### config.mk
export PLATFORM = sky130hd
export DESIGN_NAME = os_averager
export DESIGN_NICKNAME = d
export VERILOG_FILES = /design/src/rtl/os_avg_pkg.sv /design/src/rtl/avg_cfg_track.sv /design/src/rtl/avg_accum.sv /design/src/rtl/avg_out_stage.sv /design/src/rtl/os_averager.sv
export SDC_FILE = /design/constraint.sdc
export NUM_CORES = 1
export LEC_CHECK = 0
export BUFFER_PORTS_ARGS = -buffer_cell sky130_fd_sc_hd__buf_2
export CAP_MARGIN = 20
export CELL_PAD_IN_SITES_DETAIL_PLACEMENT = 1
export CELL_PAD_IN_SITES_GLOBAL_PLACEMENT = 1
export CORE_ASPECT_RATIO = 0.7
export CORE_UTILIZATION = 45
export DETAILED_ROUTE_END_ITERATION = 6
export GPL_TIMING_DRIVEN = 1
export PLACE_DENSITY = 0.8
export SETUP_SLACK_MARGIN = 0.02
export SLEW_MARGIN = 20
export SYNTH_ARGS = -nofsm -noshare
export SYNTH_HDL_FRONTEND = slang
export SYNTH_SLANG_ARGS = --single-unit
### constraint.sdc
create_clock -name clk -period 5.8 [get_ports clk]
set_clock_uncertainty 0.1 [all_clocks]
set_input_delay 1.16 -clock clk [delete_from_list [all_inputs] [get_ports clk]]
set_output_delay 1.16 -clock clk [all_outputs]
set_load 0.03 [all_outputs]
### src/rtl/os_avg_pkg.sv
package os_avg_pkg;

    localparam int OS_MAX_SHIFT = 10;

    typedef enum logic [1:0] {
        OSM_NORMAL = 2'd0,
        OSM_LNLP   = 2'd1,
        OSM_HIRES  = 2'd2,
        OSM_LOWPWR = 2'd3
    } os_mode_e;

    typedef struct packed {
        os_mode_e    mode;
        logic [2:0]  rate;
    } os_cfg_t;

    // log2 of the averaging ratio; rate 0 is the fastest output rate
    function automatic logic [3:0] os_ratio_log2(input os_cfg_t c);
        logic [3:0] s;
        s = 4'd1;
        unique case (c.mode)
            OSM_NORMAL: begin
                case (c.rate)
                    3'd0:    s = 4'd1;
                    3'd5:    s = 4'd4;
                    3'd6:    s = 4'd5;
                    3'd7:    s = 4'd7;
                    default: s = 4'd2;
                endcase
            end
            OSM_LNLP: begin
                case (c.rate)
                    3'd0:    s = 4'd1;
                    3'd6:    s = 4'd3;
                    3'd7:    s = 4'd5;
                    default: s = 4'd2;
                endcase
            end
            OSM_HIRES: begin
                case (c.rate)
                    3'd5:    s = 4'd7;
                    3'd6:    s = 4'd8;
                    3'd7:    s = 4'd10;
                    default: s = 4'({1'b0, c.rate}) + 4'd1;
                endcase
            end
            OSM_LOWPWR: begin
                case (c.rate)
                    3'd6:    s = 4'd2;
                    3'd7:    s = 4'd4;
                    default: s = 4'd1;
                endcase
            end
            default: s = 4'd1;
        endcase
        return s;
    endfunction

endpackage

### src/rtl/avg_cfg_track.sv
module avg_cfg_track
    import os_avg_pkg::*;
(
    input  logic     clk,
    input  logic     rst,
    input  os_cfg_t  cfg_in,
    output logic     cfg_change,
    output logic [3:0] shift_now,
    output logic [3:0] shift_q
);
    os_cfg_t cfg_q;

    always_ff @(posedge clk) begin
        if (rst) cfg_q <= '0;
        else     cfg_q <= cfg_in;
    end

    always_comb begin
        cfg_change = (cfg_in != cfg_q);
        shift_now  = os_ratio_log2(cfg_in);
        shift_q    = os_ratio_log2(cfg_q);
    end
endmodule

### src/rtl/avg_accum.sv
module avg_accum #(
    parameter int SAMPLE_W  = 14,
    parameter int MAX_SHIFT = 10,
    localparam int ACC_W    = SAMPLE_W + MAX_SHIFT,
    localparam int CNT_W    = MAX_SHIFT + 1
) (
    input  logic                       clk,
    input  logic                       rst,
    input  logic                       in_valid,
    input  logic signed [SAMPLE_W-1:0] in_sample,
    input  logic                       cfg_change,
    input  logic [3:0]                 shift_now,
    input  logic [3:0]                 shift_q,
    output logic                       done,
    output logic signed [ACC_W-1:0]    sum_full
);
    logic signed [ACC_W-1:0] acc_q, base_acc, ext_sample;
    logic [CNT_W-1:0]        cnt_q, base_cnt, cnt_next, ratio_now;

    always_comb begin
        base_acc   = cfg_change ? '0 : acc_q;
        base_cnt   = cfg_change ? '0 : cnt_q;
        ext_sample = {{MAX_SHIFT{in_sample[SAMPLE_W-1]}}, in_sample};
        sum_full   = base_acc + ext_sample;
        cnt_next   = base_cnt + CNT_W'(1);
        ratio_now  = CNT_W'(1) << shift_now;
        done       = in_valid && (cnt_next == ratio_now);
    end

    always_ff @(posedge clk) begin
        if (rst) begin
            acc_q <= '0;
            cnt_q <= '0;
        end else if (in_valid) begin
            if (done) begin
                acc_q <= '0;
                cnt_q <= '0;
            end else begin
                acc_q <= sum_full;
                cnt_q <= cnt_next;
            end
        end else if (cfg_change) begin
            acc_q <= '0;
            cnt_q <= '0;
        end
    end

    // count belongs to the registered configuration and never reaches its ratio
    assert_cnt_below_ratio_R3: assert property (@(posedge clk) disable iff (rst)
        cnt_q < (CNT_W'(1) << shift_q));

    // partial sum bounded by count times full-scale magnitude
    logic signed [ACC_W+1:0] lo_bound, hi_bound, acc_wide;
    always_comb begin
        acc_wide = (ACC_W+2)'(acc_q);
        hi_bound = (ACC_W+2)'(cnt_q) * (ACC_W+2)'((1 << (SAMPLE_W-1)) - 1);
        lo_bound = -((ACC_W+2)'(cnt_q) * (ACC_W+2)'(1 << (SAMPLE_W-1)));
    end
    assert_no_overflow_R8: assert property (@(posedge clk) disable iff (rst)
        (acc_wide <= hi_bound) && (acc_wide >= lo_bound));
endmodule

### src/rtl/avg_out_stage.sv
module avg_out_stage #(
    parameter int SAMPLE_W  = 14,
    parameter int MAX_SHIFT = 10,
    localparam int ACC_W    = SAMPLE_W + MAX_SHIFT
) (
    input  logic                       clk,
    input  logic                       rst,
    input  logic                       done,
    input  logic signed [ACC_W-1:0]    sum_full,
    input  logic [3:0]                 shift_now,
    output logic                       out_valid,
    output logic signed [SAMPLE_W-1:0] out_data
);
    logic signed [ACC_W-1:0] mean_full;

    always_comb mean_full = sum_full >>> shift_now;

    always_ff @(posedge clk) begin
        if (rst) begin
            out_valid <= 1'b0;
            out_data  <= '0;
        end else begin
            out_valid <= done;
            if (done) out_data <= mean_full[SAMPLE_W-1:0];
        end
    end

    assert_strobe_single_R5: assert property (@(posedge clk) disable iff (rst)
        out_valid |=> !out_valid);
    assert_hold_R9: assert property (@(posedge clk) disable iff (rst)
        !out_valid |-> $stable(out_data));
endmodule

### src/rtl/os_averager.sv
module os_averager
    import os_avg_pkg::*;
#(
    parameter int SAMPLE_W  = 14,
    parameter int MAX_SHIFT = OS_MAX_SHIFT,
    localparam int ACC_W    = SAMPLE_W + MAX_SHIFT
) (
    input  logic                       clk,
    input  logic                       rst,
    input  logic                       in_valid,
    input  logic signed [SAMPLE_W-1:0] in_sample,
    input  logic [1:0]                 os_mode,
    input  logic [2:0]                 rate_code,
    output logic                       out_valid,
    output logic signed [SAMPLE_W-1:0] out_data
);
    os_cfg_t                 cfg_in;
    logic                    cfg_change, done;
    logic [3:0]              shift_now, shift_q;
    logic signed [ACC_W-1:0] sum_full;

    always_comb begin
        cfg_in.mode = os_mode_e'(os_mode);
        cfg_in.rate = rate_code;
    end

    avg_cfg_track u_cfg (
        .clk(clk), .rst(rst), .cfg_in(cfg_in),
        .cfg_change(cfg_change), .shift_now(shift_now), .shift_q(shift_q)
    );

    avg_accum #(.SAMPLE_W(SAMPLE_W), .MAX_SHIFT(MAX_SHIFT)) u_acc (
        .clk(clk), .rst(rst), .in_valid(in_valid), .in_sample(in_sample),
        .cfg_change(cfg_change), .shift_now(shift_now), .shift_q(shift_q),
        .done(done), .sum_full(sum_full)
    );

    avg_out_stage #(.SAMPLE_W(SAMPLE_W), .MAX_SHIFT(MAX_SHIFT)) u_out (
        .clk(clk), .rst(rst), .done(done), .sum_full(sum_full),
        .shift_now(shift_now), .out_valid(out_valid), .out_data(out_data)
    );

    assert_no_partial_R7: assert property (@(posedge clk) disable iff (rst)
        out_valid |-> !$past(cfg_change));
    assert_follows_input_R5: assert property (@(posedge clk) disable iff (rst)
        out_valid |-> $past(in_valid));
endmodule

==> results of run 1 <==
## layout make-up
class | count | area share
clock buffers | 5 | 0.0210
clock inverters | 3 | 0.00779
repair buffers | 59 | 0.0615
multi-input cells | 629 | 0.681
well taps | 157 | 0.0330
flip-flops and latches | 55 | 0.185
inverters | 16 | 0.0101
## cell families (layout without fill, tap and decap cells)
logic type | after synthesis | after routing | share of synthesized area
fa+ha+maj | 30 | 30 | 0.0702
compound gates | 227 | 227 | 0.282
simple gates | 316 | 316 | 0.290
xor+xnor | 35 | 35 | 0.0562
buf+inv | 80 | 83 | 0.0592
flops | 55 | 55 | 0.202
mux | 21 | 21 | 0.0401
## per-stage QoR
stage          total power, uW   util  hold slack (ps)
2_1_floorplan              638      -              446
3_3_place_gp               735  0.491              358
3_5_place_dp               743  0.491              349
4_1_cts                   1100  0.505              370
5_1_grt                   1160  0.505              421
6_report                  1110  0.505              370
## cell usage in the layout, fill, tap and decap left out, drive strengths merged, types with 5 or more instances in the layout
| master | synthesis | routed |
|---|---|---|
| nor2b | 31 | 31 |
| o211ai | 17 | 17 |
| a32o | 5 | 5 |
| inv | 16 | 17 |
| a21o | 11 | 11 |
| xor2 | 21 | 21 |
| nand4 | 16 | 16 |
| ha | 29 | 29 |
| a31oi | 35 | 35 |
| nand2 | 58 | 58 |
| nor3 | 30 | 30 |
| mux2 | 7 | 7 |
| nand3b | 6 | 6 |
| clkbuf | 50 | 5 |
| a211oi | 11 | 11 |
| and3 | 31 | 31 |
| mux2i | 14 | 14 |
| and2 | 5 | 5 |
| nand2b | 5 | 5 |
| o21ai | 37 | 37 |
| nor2 | 95 | 95 |
| xnor2 | 14 | 14 |
| a21oi | 41 | 41 |
| a221oi | 5 | 5 |
| buf | 14 | 59 |
| nand3 | 19 | 19 |
| dfxtp | 55 | 55 |
| o31ai | 15 | 15 |
## sequential cells by signal (all words and copies together), names as in the netlist
signal / cells
u_out.out_valid: 1
u_acc.cnt_q: 11
u_acc.acc_q: 24
u_out.out_data: 14
u_cfg.cfg_q: 5
## metal layers
layer	part of all wire	wire [um]
met1	0.50	9680
met2	0.42	8200
met3	0.076	1480
met4	0.0073	142
met5	0	0
## power by group
part	switching (uW)	total [uW]	leakage (uW)	internal, uW
sequential	5.60	397	0.000449	391
combinational	234	351	0.00199	117
clock	152	358	0.0000804	206
total	392	1110	0.00252	713
## critical path, cell delays in order
cell      delay, ps
buf_2           200
xor2_1          170
nor2_1          120
buf_4           220
and3_1          210
ha_1            220
fa_1            430
a211oi_1        330
o211ai_1        240
a31oi_1         480
o21bai_1        200
xor2_1          210
buf_4           160
a21oi_1          60
a32oi_1         480
o21ai_0         250
a311oi_1        290
## how the worst max path moves through the flow
stage	end	startpoint	slack [ps]	cells after the start
detailed placement	u_out.out_data[2]$_SDFFE_PP0P_	rate_code[1]	320	17
finish	u_out.out_data[10]$_SDFFE_PP0P_	rate_code[1]	460	17
CTS	u_out.out_data[2]$_SDFFE_PP0P_	rate_code[1]	590	17
floorplan	u_out.out_data[10]$_SDFFE_PP0P_	os_mode[0]	910	17
global placement	u_out.out_data[10]$_SDFFE_PP0P_	os_mode[1]	560	17
global route	u_out.out_data[10]$_SDFFE_PP0P_	rate_code[1]	110	17
==> metrics.md, run 1 <==
| Metric | Value |
|---|---|
| Slew HR | `0.285` |
| Standard-cell row count | `33` |
| Min Tclk post-route | `5340 ps` |
| Initial drt markers | `537` |
| Global route total overflow | `0` |
| Critical Path End Type | `flop` |
| Final wirelength | `19.5 mm` |
| Worst R2R End | `u_out.out_data[10]$_SDFFE_PP0P_` |
| Req. time, crit path | `5900 ps` |
| Worst-skew pair later-pin latency | `310 ps` |
| Post-cts gate resize count | `0` |
| Grt met3 use | `0.0496` |
| Busiest grt layer | `met2` |
| RSZ-0062 raised after global routing | `no` |
| Share of cells above drive strength 1 | `0.110` |
| I/O Pins | `37` |
| Placed Area | `5770 um2` |
| Pleak | `0.00252 uW` |
| Setup Total Neg Slack | `0 ps` |
| Die ar. | `12600 um2` |
| Largest fanout on the critical path | `16` |
| Crit Path Class | `in -> reg` |
| MaxCap Viol Count | `0` |
| Reg-to-reg critical path startpoint | `u_cfg.cfg_q[1]$_SDFF_PP0_` |
| Reg2Reg Setup Slack | `1220 ps` |
| Routed via count | `5977` |
| Placed instance count | `916` |
| Top cell type's share of synthesized area | `0.202` |
| Wire per inst | `21.1 um` |
| Top_reg_cell synth | `dfxtp_1` |
| CP Data Arrival Time | `5440 ps` |
| Clock tree sinks | `55` |
| Reg2Reg Depth | `16` |
| Count leader, synth | `nor2_1` |
| CORE AREA | `11800 um2` |
| GR Util All Layers | `0.321` |
| TritonCTS buffer count | `5` |
| Placer congestion estimate | `0.968` |
| Drt first pass iters | `5` |
| Status | `completed` |
| WHS Path Cells | `1` |
| Synth async-reset ratio | `0` |
| Final HPWL DP | `14.6 mm` |
| Initial core utilization | `0.464` |
| Post-synthesis to final-layout area growth | `8.97%` |
| Synth area leaders | `dfxtp_1, ha_1, nor2_1` |
| Final Max Tran Viols | `0` |
| Total Nets Final | `818` |
| Final Hold Fails | `0` |
| First-pass GRT wire length | `31.8 mm` |
| Post-route setup slack | `463 ps` |
| Syn Inst Count | `764` |
| # Post-CTS Setup Buffers | `0` |
| Clock-pin transition on the worst setup and hold timing paths | `80 ps` |
| CTS Hold Buffers Added | `0` |
| Max VDD drop | `0.116 mV` |
| Die Wd | `134 um` |
| GR Util met1 | `0.472` |
| Synth top cells by count | `nor2_1, nand2_1, dfxtp_1` |
| Yosys synthesis warning count | `0` |
| Via-to-Cell Ratio | `6.47` |
| Number of fill cells in the layout | `1524` |
| Worst Tran Pin Value | `1070 ps` |
| Met2 usage | `0.492` |
| Clock Tree Buf Depth | `2` |
| Hold EP | `u_out.out_data[0]$_SDFFE_PP0P_` |
| Register bit count reported by yosys | `55` |
| Post-synth EDFFs | `0` |
| Worst hold path class | `reg -> reg` |
| Fmax | `187 MHz` |
| Largest net degree at the start of global routing | `69` |
| Synth Cell Area | `5460 um2` |
| H-tree depth | `2` |
| Worst Hold Launch | `u_out.out_data[0]$_SDFFE_PP0P_` |
| IO Port Bufs | `36` |
| Vias in the first global route | `5933` |
| CTS tree | `yes` |
| N_diodes | `0` |
| Pwr dens | `186 nW/um2` |
| Fin cells | `924` |
| Dpl ws | `316 ps` |
| Distinct cells, synth | `70` |
| Biggest area consumer among synthesized cells | `dfxtp_1` |
| Antenna-violating nets left | `0` |
| Clock Tree Root | `clkbuf_16` |
| Syn_area_per_cell | `7.14 um2` |
| Register area | `1100 um2` |
| Residual DRC count | `0` |
| Nature of the critical path startpoint | `primary input` |
| Final setup fails | `0` |
| Multi-input gate area | `4050 um2` |
| Final critical-path share of the clock period | `0.920` |
| Post-synthesis sequential area ratio | `0.202` |
| Finished layout cell area | `5940 um2` |
| Overall die height | `94.1 um` |
| Initial antenna violation count | `0` |
| Mapped Nets | `816` |
Note: power is estimated with default switching activity, not from simulation.
==> inputs of run 2 (changes only) <==
CORE_UTILIZATION = 47   (was 45)
SYNTH_HIERARCHICAL = 1   (was not set)
==> run 2 against run 1 <==
  * Die area decreased by 5.6%
  * Total power down 8.2%
  * Routed wire length is 14% lower
  * Synthesized area down 1.6%
  * Clock-buffer cell count up 2
  * Sequential share of layout area is 0.52 points higher
  * Sequential cell count unchanged
  * Setup slack got worse by 93 ps
  * Combinational power decreased by 9.7%
  * Final area fell by 2.7%
  * Critical endpoint is now u_out/out_data[13]$_SDFFE_PP0P_
==> metrics.md, run 2 <==
| Metric | Value |
|---|---|
| Status | `completed (unchanged)` |
| Number of fill cells in the layout | `1368 (was 1524)` |
| Final wirelength | `16.7 mm (was 19.5 mm)` |
| Crit Path Class | `in -> reg (unchanged)` |
| Drt first pass iters | `5 (unchanged)` |
| Clock Tree Root | `clkbuf_16 (unchanged)` |
| Final Max Tran Viols | `0 (unchanged)` |
| Clock Power Share | `0.297 (was 0.324)` |
| CORE AREA | `11100 um2 (was 11800 um2)` |
| Final setup fails | `0 (unchanged)` |
| Wire per inst | `20.5 um (was 21.1 um)` |
| Worst Hold Launch | `u_out/out_data[5]$_SDFFE_PP0P_ (was u_out.out_data[0]$_SDFFE_PP0P_)` |
| Post-cts gate resize count | `0 (unchanged)` |
| MaxCap Viol Count | `0 (unchanged)` |
| Finished layout cell area | `5780 um2 (was 5940 um2)` |
| Reg-to-reg critical path startpoint | `u_cfg/cfg_q[4]$_SDFF_PP0_ (was u_cfg.cfg_q[1]$_SDFF_PP0_)` |
| Switch Pwr | `333 uW (was 392 uW)` |
| Standard-cell row count | `32 (was 33)` |
| CTS tree | `yes (unchanged)` |
| Placer congestion estimate | `0.971 (was 0.968)` |
| Share of cells above drive strength 1 | `0.154 (was 0.110)` |
| RSZ-0062 raised after global routing | `no (unchanged)` |
| Slew HR | `0.350 (was 0.285)` |
| Met2 usage | `0.438 (was 0.492)` |
| Fmax | `184 MHz (was 187 MHz)` |
| First-pass GRT wire length | `27.3 mm (was 31.8 mm)` |
| Most common cell after layout, fill and taps aside | `dfxtp_1 (was nor2_1)` |
| Grt met3 use | `0.0542 (was 0.0496)` |
| Syn Inst Count | `641 (was 764)` |
| Worst-skew pair later-pin latency | `290 ps (was 310 ps)` |
| GR Util All Layers | `0.292 (was 0.321)` |
| I/O Pins | `37 (unchanged)` |
| Critical Path End Type | `flop (unchanged)` |
| H-tree depth | `2 (unchanged)` |
| Initial drt markers | `474 (was 537)` |
| Via-to-Cell Ratio | `6.51 (was 6.47)` |
| Worst Tran Pin Value | `973 ps (was 1070 ps)` |
| Min Tclk post-route | `5430 ps (was 5340 ps)` |
| Pwr dens | `175 nW/um2 (was 186 nW/um2)` |
| Reg2Reg Depth | `16 (unchanged)` |
| Initial core utilization | `0.486 (was 0.464)` |
| Placed Area | `5640 um2 (was 5770 um2)` |
| Reg2Reg Setup Slack | `1090 ps (was 1220 ps)` |
| Global route total overflow | `0 (unchanged)` |
| Clock tree sinks | `55 (unchanged)` |
| Nature of the critical path startpoint | `primary input (unchanged)` |
| Combinational Power Share | `0.312 (was 0.317)` |
| Die ar. | `11900 um2 (was 12600 um2)` |
| WHS Path Cells | `1 (unchanged)` |
| Worst R2R End | `u_out/out_data[13]$_SDFFE_PP0P_ (was u_out.out_data[10]$_SDFFE_PP0P_)` |
| Cell Int Power | `682 uW (was 713 uW)` |
| Max VDD drop | `0.117 mV (was 0.116 mV)` |
| Clock Tree Buf Depth | `2 (unchanged)` |
| Vias in the first global route | `5194 (was 5933)` |
| # Post-CTS Setup Buffers | `0 (unchanged)` |
| N_diodes | `0 (unchanged)` |
| Switch share | `0.328 (was 0.355)` |
| Busiest grt layer | `met2 (unchanged)` |
| Synth Cell Area | `5370 um2 (was 5460 um2)` |
| Placed instance count | `806 (was 916)` |
| Multi-input gate area | `3990 um2 (was 4050 um2)` |
| Initial antenna violation count | `0 (unchanged)` |
| TritonCTS buffer count | `5 (unchanged)` |
| Total Nets Final | `712 (was 818)` |
| Overall die height | `91.4 um (was 94.1 um)` |
| Final core occ | `0.523 (was 0.505)` |
| Register share of total power | `0.391 (was 0.359)` |
| Largest fanout on the critical path | `11 (was 16)` |
| Syn_area_per_cell | `8.38 um2 (was 7.14 um2)` |
| Most frequent cells in the layout | `dfxtp_1, a21oi_1, nor2_1 (was nor2_1, nand2_1, dfxtp_1)` |
| CP Data Arrival Time | `5480 ps (was 5440 ps)` |
| Largest regs | `u_acc/acc_q (24), u_out/out_data (14), u_acc/cnt_q (11) (was u_acc.acc_q (24), u_out.out_data (14), u_acc.cnt_q (11))` |
| Clock-pin transition on the worst setup and hold timing paths | `70 ps (was 80 ps)` |
| Die Wd | `130 um (was 134 um)` |
| Mapped Nets | `693 (was 816)` |
| Max reg flops | `24 (unchanged)` |
| IO Port Bufs | `36 (unchanged)` |
| Final Hold Fails | `0 (unchanged)` |
| Residual DRC count | `0 (unchanged)` |
| Largest net degree at the start of global routing | `50 (was 69)` |
| GR Util met1 | `0.435 (was 0.472)` |
| Fin cells | `814 (was 924)` |
| CTS Hold Buffers Added | `0 (unchanged)` |
| Antenna-violating nets left | `0 (unchanged)` |
| Routed via count | `5297 (was 5977)` |
| Final HPWL DP | `12.4 mm (was 14.6 mm)` |
| Setup Total Neg Slack | `0 ps (unchanged)` |
| Worst hold path class | `reg -> reg (unchanged)` |
| Post-synthesis to final-layout area growth | `7.69% (was 8.97%)` |
| Hold EP | `u_out/out_data[5]$_SDFFE_PP0P_ (was u_out.out_data[0]$_SDFFE_PP0P_)` |
| Req. time, crit path | `5850 ps (was 5900 ps)` |
| Register area | `1100 um2 (unchanged)` |
| Final critical-path share of the clock period | `0.936 (was 0.920)` |
| Yosys synthesis warning count | `6 (was 0)` |
| Pleak | `0.00221 uW (was 0.00252 uW)` |
| Largest Register | `u_acc/acc_q (was u_acc.acc_q)` |
[run 2: through the flow]
stage	setup slack (ps)	hold slack, ps	power, uW
4_1_cts	332	375	1020
2_1_floorplan	516	458	644
5_1_grt	149	398	1060
3_5_place_dp	67.7	349	713
3_3_place_gp	261	343	704
6_report	370	366	1010
[run 2: final cells by class]
type,count,area share
clock buffers,7,0.0229
clock inverters,1,0.000865
inverters,18,0.0117
multi-input cells,529,0.690
flip-flops and latches,55,0.190
well taps,153,0.0331
repair buffers,51,0.0506
[run 2: critical path: stages]
cell and delay (ps):
buf_2 170, xor2_1 160, nor3_1 230, nand3_2 190, nor2b_1 360, ha_1 320
a211oi_1 340, o211ai_1 200, and2_1 200, nand2_1 120, nor2_1 60, o41ai_1 420
xnor2_1 370, mux4_2 530, nor2b_1 150, a211oi_1 340, o32ai_1 180
[run 2: how the worst max path moves through the flow]
| stage | start | end | slack [ps] |
|---|---|---|---|
| floorplan | os_mode[0] | u_out/out_data[0]$_SDFFE_PP0P_ | 520 |
| global placement | rate_code[2] | u_out/out_data[9]$_SDFFE_PP0P_ | 260 |
| detailed placement | rate_code[2] | u_out/out_data[0]$_SDFFE_PP0P_ | 70 |
| CTS | rate_code[2] | u_out/out_data[0]$_SDFFE_PP0P_ | 330 |
| global route | rate_code[2] | u_out/out_data[0]$_SDFFE_PP0P_ | 150 |
| finish | rate_code[2] | u_out/out_data[13]$_SDFFE_PP0P_ | 370 |
[run 2: power by group through the flow]
stage / Clock, uW / Sequential [uW] / Combinational [uW]
final: 301 / 397 / 317
after global routing: 319 / 398 / 341
after CTS: 311 / 397 / 312
after detailed placement: 0 / 405 / 308
after global placement: 0 / 405 / 299
after floorplan: 0 / 411 / 233
[run 2: layer usage]
layer | part of all wire | vias to the layer above
li1 | - | 2447
met1 | 0.48 | 2623
met2 | 0.44 | 204
met3 | 0.074 | 23
met4 | 0.011 | 0
met5 | 0 | -
